### src/rtl/ide_pio_pkg.sv
// Shared types and default timing for the IDE PIO access engine.
// Assumes a 250 MHz clock for the default phase lengths.
package ide_pio_pkg;

    typedef enum logic [1:0] {
        PH_IDLE   = 2'd0,
        PH_SETUP  = 2'd1,
        PH_STROBE = 2'd2,
        PH_HOLD   = 2'd3
    } phase_e;

    // Active-high image of the active-low bus controls.
    typedef struct packed {
        logic bus_rst;
        logic rd;
        logic wr;
        logic cs1;
        logic cs0;
    } ctl_bits_t;

    // 18*4=72ns setup, 42*4=168ns strobe, 152*4=608ns full cycle
    localparam int unsigned DEF_SETUP_CYC  = 18;
    localparam int unsigned DEF_STROBE_CYC = 42;
    localparam int unsigned DEF_HOLD_CYC   = 92;

endpackage

### src/rtl/ide_phase_timer.sv
// Down-counter that times one phase of a bus access.
// Assumes load values are phase length minus one; expired is high on the last cycle.
module ide_phase_timer #(
    parameter int unsigned CNT_W = 8
) (
    input  logic             clk,
    input  logic             rst_n,
    input  logic             load,
    input  logic [CNT_W-1:0] load_val,
    output logic             expired
);
    logic [CNT_W-1:0] count_q;

    // Load a new phase length or count down to zero.
    always_ff @(posedge clk) begin
        if (!rst_n)
            count_q <= '0;
        else if (load)
            count_q <= load_val;
        else if (count_q != '0)
            count_q <= count_q - 1'b1;
    end

    assign expired = (count_q == '0);
endmodule

### src/rtl/ide_ctl_pins.sv
// Registers the bus controls as active-high bits and inverts them at the pins.
// Assumes phase_nxt and the request fields describe the cycle about to start.
module ide_ctl_pins
    import ide_pio_pkg::*;
(
    input  logic       clk,
    input  logic       rst_n,
    input  phase_e     phase_nxt,
    input  logic [1:0] cs_sel,
    input  logic [2:0] addr,
    input  logic       is_write,
    input  logic       host_reset,
    output logic       ata_cs0_n,
    output logic       ata_cs1_n,
    output logic [2:0] ata_addr,
    output logic       ata_rd_n,
    output logic       ata_wr_n,
    output logic       ata_reset_n
);
    ctl_bits_t  ctl_d, ctl_q;
    logic [2:0] addr_q;
    logic       in_access;

    // Next control image from the coming phase.
    always_comb begin
        in_access     = (phase_nxt != PH_IDLE);
        ctl_d.bus_rst = host_reset;
        ctl_d.cs0     = in_access && cs_sel[0];
        ctl_d.cs1     = in_access && cs_sel[1];
        ctl_d.rd      = (phase_nxt == PH_STROBE) && !is_write;
        ctl_d.wr      = (phase_nxt == PH_STROBE) && is_write;
    end

    // Control and address registers; reset clears every bit.
    always_ff @(posedge clk) begin
        if (!rst_n) begin
            ctl_q  <= '0;
            addr_q <= '0;
        end else begin
            ctl_q  <= ctl_d;
            addr_q <= in_access ? addr : 3'b000;
        end
    end

    assign ata_cs0_n   = ~ctl_q.cs0;
    assign ata_cs1_n   = ~ctl_q.cs1;
    assign ata_rd_n    = ~ctl_q.rd;
    assign ata_wr_n    = ~ctl_q.wr;
    assign ata_reset_n = ~ctl_q.bus_rst;
    assign ata_addr    = addr_q;
endmodule

### src/rtl/ide_data_path.sv
// Write data drive with per-byte enables and read capture with width masking.
// Assumes 'wide' is already restricted to the data register by the caller.
module ide_data_path
    import ide_pio_pkg::*;
#(
    parameter int unsigned DATA_W = 16
) (
    input  logic              clk,
    input  logic              rst_n,
    input  logic              load,
    input  logic [DATA_W-1:0] wdata,
    input  logic              is_write,
    input  logic              wide,
    input  phase_e            phase_nxt,
    input  logic              capture,
    input  logic [DATA_W-1:0] bus_in,
    output logic [DATA_W-1:0] bus_out,
    output logic              oe_lo,
    output logic              oe_hi,
    output logic [DATA_W-1:0] rdata
);
    localparam int unsigned HALF_W = DATA_W / 2;

    logic [DATA_W-1:0] wdata_q, rdata_q;
    logic              oe_lo_q, oe_hi_q;

    // Hold write data for the whole access.
    always_ff @(posedge clk) begin
        if (!rst_n)
            wdata_q <= '0;
        else if (load)
            wdata_q <= wdata;
    end

    // Enable drivers only across a write access.
    always_ff @(posedge clk) begin
        if (!rst_n) begin
            oe_lo_q <= 1'b0;
            oe_hi_q <= 1'b0;
        end else begin
            oe_lo_q <= (phase_nxt != PH_IDLE) && is_write;
            oe_hi_q <= (phase_nxt != PH_IDLE) && is_write && wide;
        end
    end

    // Sample the bus at the end of the read strobe.
    always_ff @(posedge clk) begin
        if (!rst_n)
            rdata_q <= '0;
        else if (capture)
            rdata_q <= wide ? bus_in : {{HALF_W{1'b0}}, bus_in[HALF_W-1:0]};
    end

    assign bus_out = wdata_q;
    assign oe_lo   = oe_lo_q;
    assign oe_hi   = oe_hi_q;
    assign rdata   = rdata_q;
endmodule

### src/rtl/ide_pio_engine.sv
// Top of the IDE PIO register access engine: phase sequencer plus request latch.
// Assumes one access at a time; requests while busy are dropped.
module ide_pio_engine
    import ide_pio_pkg::*;
#(
    parameter int unsigned SETUP_CYC  = DEF_SETUP_CYC,
    parameter int unsigned STROBE_CYC = DEF_STROBE_CYC,
    parameter int unsigned HOLD_CYC   = DEF_HOLD_CYC,
    parameter int unsigned DATA_W     = 16
) (
    input  logic              clk,
    input  logic              rst_n,
    input  logic              req_valid,
    input  logic              req_write,
    input  logic              req_wide,
    input  logic [1:0]        req_cs,
    input  logic [2:0]        req_addr,
    input  logic [DATA_W-1:0] req_wdata,
    input  logic              host_reset,
    output logic              busy,
    output logic              rsp_done,
    output logic [DATA_W-1:0] rsp_rdata,
    output logic              ata_cs0_n,
    output logic              ata_cs1_n,
    output logic [2:0]        ata_addr,
    output logic              ata_rd_n,
    output logic              ata_wr_n,
    output logic              ata_reset_n,
    output logic [DATA_W-1:0] ata_data_out,
    output logic              ata_oe_lo,
    output logic              ata_oe_hi,
    input  logic [DATA_W-1:0] ata_data_in
);
    localparam int unsigned MAX_A  = (SETUP_CYC > STROBE_CYC) ? SETUP_CYC : STROBE_CYC;
    localparam int unsigned MAX_PH = (MAX_A > HOLD_CYC) ? MAX_A : HOLD_CYC;
    localparam int unsigned CNT_W  = $clog2(MAX_PH + 1);

    phase_e           phase_q, phase_d;
    logic             tmr_load, tmr_expired, accept, capture, finish;
    logic [CNT_W-1:0] tmr_val;
    logic             wr_q, wide_q, done_q;
    logic [1:0]       cs_q;
    logic [2:0]       addr_q;
    logic             cur_write, cur_wide, req_wide_eff;
    logic [1:0]       cur_cs;
    logic [2:0]       cur_addr;

    // Wide only for the data register.
    assign req_wide_eff = req_wide && (req_cs == 2'b01) && (req_addr == 3'b000);

    // Fields of the access being started or continued.
    always_comb begin
        cur_write = accept ? req_write    : wr_q;
        cur_wide  = accept ? req_wide_eff : wide_q;
        cur_cs    = accept ? req_cs       : cs_q;
        cur_addr  = accept ? req_addr     : addr_q;
    end

    // Phase sequencing and timer reloads.
    always_comb begin
        phase_d  = phase_q;
        tmr_load = 1'b0;
        tmr_val  = '0;
        accept   = 1'b0;
        capture  = 1'b0;
        finish   = 1'b0;
        unique case (phase_q)
            PH_IDLE: if (req_valid) begin
                accept   = 1'b1;
                phase_d  = PH_SETUP;
                tmr_load = 1'b1;
                tmr_val  = CNT_W'(SETUP_CYC - 1);
            end
            PH_SETUP: if (tmr_expired) begin
                phase_d  = PH_STROBE;
                tmr_load = 1'b1;
                tmr_val  = CNT_W'(STROBE_CYC - 1);
            end
            PH_STROBE: if (tmr_expired) begin
                capture  = !wr_q;
                phase_d  = PH_HOLD;
                tmr_load = 1'b1;
                tmr_val  = CNT_W'(HOLD_CYC - 1);
            end
            PH_HOLD: if (tmr_expired) begin
                finish  = 1'b1;
                phase_d = PH_IDLE;
            end
            default: phase_d = PH_IDLE;
        endcase
    end

    // Phase state, request latch and completion pulse.
    always_ff @(posedge clk) begin
        if (!rst_n) begin
            phase_q <= PH_IDLE;
            wr_q    <= 1'b0;
            wide_q  <= 1'b0;
            cs_q    <= 2'b00;
            addr_q  <= 3'b000;
            done_q  <= 1'b0;
        end else begin
            phase_q <= phase_d;
            done_q  <= finish;
            if (accept) begin
                wr_q   <= req_write;
                wide_q <= req_wide_eff;
                cs_q   <= req_cs;
                addr_q <= req_addr;
            end
        end
    end

    ide_phase_timer #(.CNT_W(CNT_W)) u_timer (
        .clk      (clk),
        .rst_n    (rst_n),
        .load     (tmr_load),
        .load_val (tmr_val),
        .expired  (tmr_expired)
    );

    ide_ctl_pins u_pins (
        .clk         (clk),
        .rst_n       (rst_n),
        .phase_nxt   (phase_d),
        .cs_sel      (cur_cs),
        .addr        (cur_addr),
        .is_write    (cur_write),
        .host_reset  (host_reset),
        .ata_cs0_n   (ata_cs0_n),
        .ata_cs1_n   (ata_cs1_n),
        .ata_addr    (ata_addr),
        .ata_rd_n    (ata_rd_n),
        .ata_wr_n    (ata_wr_n),
        .ata_reset_n (ata_reset_n)
    );

    ide_data_path #(.DATA_W(DATA_W)) u_data (
        .clk       (clk),
        .rst_n     (rst_n),
        .load      (accept),
        .wdata     (req_wdata),
        .is_write  (cur_write),
        .wide      (cur_wide),
        .phase_nxt (phase_d),
        .capture   (capture),
        .bus_in    (ata_data_in),
        .bus_out   (ata_data_out),
        .oe_lo     (ata_oe_lo),
        .oe_hi     (ata_oe_hi),
        .rdata     (rsp_rdata)
    );

    assign busy     = (phase_q != PH_IDLE);
    assign rsp_done = done_q;
endmodule

### config.mk
export PLATFORM = sky130hd
export DESIGN_NAME = ide_pio_engine
export DESIGN_NICKNAME = d
export VERILOG_FILES = /design/src/rtl/ide_pio_pkg.sv /design/src/rtl/ide_phase_timer.sv /design/src/rtl/ide_ctl_pins.sv /design/src/rtl/ide_data_path.sv /design/src/rtl/ide_pio_engine.sv
export SDC_FILE = /design/constraint.sdc
export NUM_CORES = 1
export LEC_CHECK = 0
export ABC_AREA = 1
export BUFFER_PORTS_ARGS = -buffer_cell sky130_fd_sc_hd__buf_4
export CAP_MARGIN = 20
export CORE_ASPECT_RATIO = 1.75
export CORE_UTILIZATION = 49
export CTS_CLUSTER_SIZE = 30
export DETAILED_ROUTE_END_ITERATION = 8
export PLACE_DENSITY = 0.82
export SLEW_MARGIN = 20
export SYNTH_ARGS = -nofsm -noshare
export SYNTH_HDL_FRONTEND = slang
export SYNTH_SLANG_ARGS = --single-unit
### constraint.sdc
create_clock -name clk -period 2 [get_ports clk]
set_clock_uncertainty 0.1 [all_clocks]
set_input_delay 0.2 -clock clk [delete_from_list [all_inputs] [get_ports clk]]
set_output_delay 0.2 -clock clk [all_outputs]
set_load 0.05 [all_outputs]
==> metrics <==
average wire per cell in the routed design=12.4 um; area fraction in compound gates after synthesis=8.73%; critical setup path kind=register to register; clock edge transition at the registers on the reported setup and hold paths=0.06 ns; class of the tightest hold or removal check=primary input to register; setup repair after global routing missed its margin=false; Cell Rows=33; number of hold violations in the final report=0; largest area contributor in the synthesized netlist=sky130_fd_sc_hd__dfxtp_1; via density per instance=4.96; Top-Level Pins=87; synthesis warning total=0; overall global routing resource usage=24.0%; CP endpoint kind=register; Arrival @ worst endpoint=1.95 ns; TritonCTS clock tree=built; number of flops mapped to enable cells by yosys=0; Max Slew Vio Count=0; Post-layout nets=466; top cells by instance count after synthesis=sky130_fd_sc_hd__nor2_1 (67), sky130_fd_sc_hd__dfxtp_1 (59), sky130_fd_sc_hd__nand2_1 (49), sky130_fd_sc_hd__inv_1 (31), sky130_fd_sc_hd__o21ai_0 (29); buffer levels on the longest clock path=2; I/O Buffers=86; largest family of logic cells by synthesized area=simple AND/OR/NAND/NOR gates; vertical die dimension=95.3 um; initial cell density of the core=51.3%; Slew Limit Headroom=69.4%; vias after detailed routing=2,335; Cells after Synth=317; fmax=554 MHz; Die W=55.3 um; diode insertion count for antenna repair=0; Floorplan Core Area=4750 um2; aggregate routed wire length=5820 um; maximum number of pins on one net before global-route repair=32; register area share after synthesis=48.5%; final-report setup violation count=0; Worst-Margin Slew=0.459 ns; reported leakage power=1.67 nW; minimum period implied by the final worst setup slack=1.81 ns; cell area after layout=3420 um2; mux cell area share after synthesis=0.411%; number of buffers inserted by post-CTS setup repair=0; CP required=2.14 ns; Distinct cells, synth=26; total nets after synthesis=367; simple logic cell fraction of the synthesized area=30.0%; most instantiated library cell after synthesis=sky130_fd_sc_hd__nor2_1; router iterations before antenna repair=4; antenna-violating nets left=0; TritonCTS Buffers=9; via count of the first global-routing pass=2,292; xor and xnor fraction of the mapped netlist area=1.08%; CTS H-Tree Depth=3; gp weighted congestion=0.890; area enclosed by the die boundary=5270 um2; area of the mapped netlist=2440 um2; placed standard-cell area=3130 um2; share of Yosys cell area claimed by the top area cell type=48.5%; run status=finished, final reports clean; top_reg_cell synth=sky130_fd_sc_hd__dfxtp_1; mean area per synthesized cell=7.68 um2; global-route wire length before repair=9910 um; type of element launching the critical path=register; largest cells by area after synthesis=sky130_fd_sc_hd__dfxtp_1 (48%), sky130_fd_sc_hd__nor2_1 (10%), sky130_fd_sc_hd__nand2_1 (7.6%); share of async-settable or async-resettable flops after synthesis=0%; CTS sink cnt=59; DR iter-0 viols=49; final clock period utilization by the worst path=90.3%; synthesis-to-finish area growth=40.3%; Power Dens Cells=1310 nW/um2; DRC violation count after routing=0; HPWL Detailed=4210 um; Adder-Cell Fraction of Synth Area=3.60%; CP Max Fanout=8; clock root buffer master=sky130_fd_sc_hd__clkbuf_8; max capacitance violation total=0; number of register bits inferred by synthesis=59; maximum vdd ir drop=1.21 mV; total congestion overflow=0; setup tns final=0 ns; clock latency reported for the late side of the worst-skew pair=0.33 ns; antenna violations before repair=0; fraction of final layout cells with drive strength greater than 1=31.5%
-- layout by cell type, fill, tap and decap left out, types with 2 or more instances in the layout --
cell type and instances:
sky130_fd_sc_hd__nand2_2 6, sky130_fd_sc_hd__clkbuf_1 2, sky130_fd_sc_hd__nand3_1 17, sky130_fd_sc_hd__or2_2 3
sky130_fd_sc_hd__inv_1 31, sky130_fd_sc_hd__dfxtp_1 59, sky130_fd_sc_hd__nand2_1 45, sky130_fd_sc_hd__bufinv_16 2
sky130_fd_sc_hd__a21oi_1 12, sky130_fd_sc_hd__ha_1 6, sky130_fd_sc_hd__nor2_4 3, sky130_fd_sc_hd__nor2_2 10
sky130_fd_sc_hd__xnor2_1 3, sky130_fd_sc_hd__clkbuf_8 9, sky130_fd_sc_hd__inv_2 3, sky130_fd_sc_hd__nor3_1 2
sky130_fd_sc_hd__nor2_1 67, sky130_fd_sc_hd__buf_4 90, sky130_fd_sc_hd__nand4_1 2, sky130_fd_sc_hd__o21ai_0 29
sky130_fd_sc_hd__dlygate4sd3_1 8
-- what timing repair did --
| item | 4_1_cts | 5_1_grt |
|---|---|---|
| hold endpoints to repair | 8 | 0 |
| setup endpoints to repair | 0 | 20 |
| hold buffers | 8 | 0 |
| gates resized for setup | 0 | 6 |
-- stage by stage --
stage               instances  hold WS, ns  util (%)  setup slack, ns  power [mW]
global route              471       0.0172      72.0           0.0310        4.76
floorplan                 317        0.198         -            0.285        2.86
CTS                       471       0.0110      71.6            0.111        4.47
detailed placement        449        0.291      65.8            0.146        3.34
finish                    471       0.0207      72.0            0.194        4.47
global placement          449        0.286      65.8            0.189        3.29
-- report_power, final --
part / switching, mW / internal, mW / total, mW
Clock: 0.426 / 0.686 / 1.11
Sequential: 0.104 / 1.36 / 1.47
Combinational: 1.26 / 0.632 / 1.89
Total: 1.79 / 2.68 / 4.47
-- sequential cells by signal (all words and copies together), names as in the netlist --
signal	count
u_data.oe_hi	1
u_data.bus_out	16
u_pins.ctl_q	5
phase_q	2
u_pins.ata_addr	3
u_data.rdata	16
u_timer.count_q	7
addr_q	3
wide_q	1
rsp_done	1
cs_q	2
wr_q	1
u_data.oe_lo	1
-- area by class of cell --
| type | count | area (um2) |
|---|---|---|
| Sequential cell | 59 | 1180 |
| Timing Repair Buffer | 99 | 767 |
| Clock buffer | 11 | 131 |
| Clock inverter | 3 | 65.1 |
| Inverter | 34 | 128 |
| Multi-Input combinational cell | 213 | 1080 |
| Fill cell | 380 | 1330 |
| Tap cell | 52 | 65.1 |
-- worst paths after layout --
| check | cells after the start | slack, ns | startpoint | end |
|---|---|---|---|---|
| hold / removal | 3 | 0.02 | req_wdata[5] | u_data.bus_out[5]$_SDFFE_PN0P_ |
| hold reg to reg | 2 | 0.36 | u_data.rdata[13]$_SDFFE_PN0P_ | u_data.rdata[13]$_SDFFE_PN0P_ |
| setup / recovery | 10 | 0.19 | u_timer.count_q[0]$_SDFFE_PN0P_ | u_timer.count_q[4]$_SDFFE_PN0P_ |
| setup reg to reg | 10 | 0.19 | u_timer.count_q[0]$_SDFFE_PN0P_ | u_timer.count_q[4]$_SDFFE_PN0P_ |
-- layer usage --
layer | up-vias | track usage [%] | wire, um
met2 | 73 | 45.8 | 3240
met4 | 0 | 18.3 | 280
met5 | - | 0 | 0
met3 | 29 | 4.07 | 226
met1 | 1047 | 22.3 | 2070
li1 | 1186 | - | -
-- worst max-delay path, cell delays in order (launching register included) --
cell and delay (ns):
sky130_fd_sc_hd__dfxtp_1 0.30, sky130_fd_sc_hd__inv_1 0.13, sky130_fd_sc_hd__ha_2 0.25, sky130_fd_sc_hd__inv_2 0.06, sky130_fd_sc_hd__nor2_4 0.11, sky130_fd_sc_hd__nand4_1 0.10
sky130_fd_sc_hd__nand2_1 0.13, sky130_fd_sc_hd__nand2_2 0.13, sky130_fd_sc_hd__inv_1 0.15, sky130_fd_sc_hd__o21ai_0 0.10, sky130_fd_sc_hd__a21oi_1 0.18
-- cell families (layout without fill, tap and decap cells) --
| kind of cell | count (synthesis) | after routing |
|---|---|---|
| compound gates | 42 | 42 |
| xor+xnor | 3 | 3 |
| fa+ha+maj | 7 | 7 |
| buf+inv | 45 | 147 |
| flops | 59 | 59 |
| mux | 1 | 1 |
| simple gates | 160 | 160 |
(Power assumes the default switching activity.)
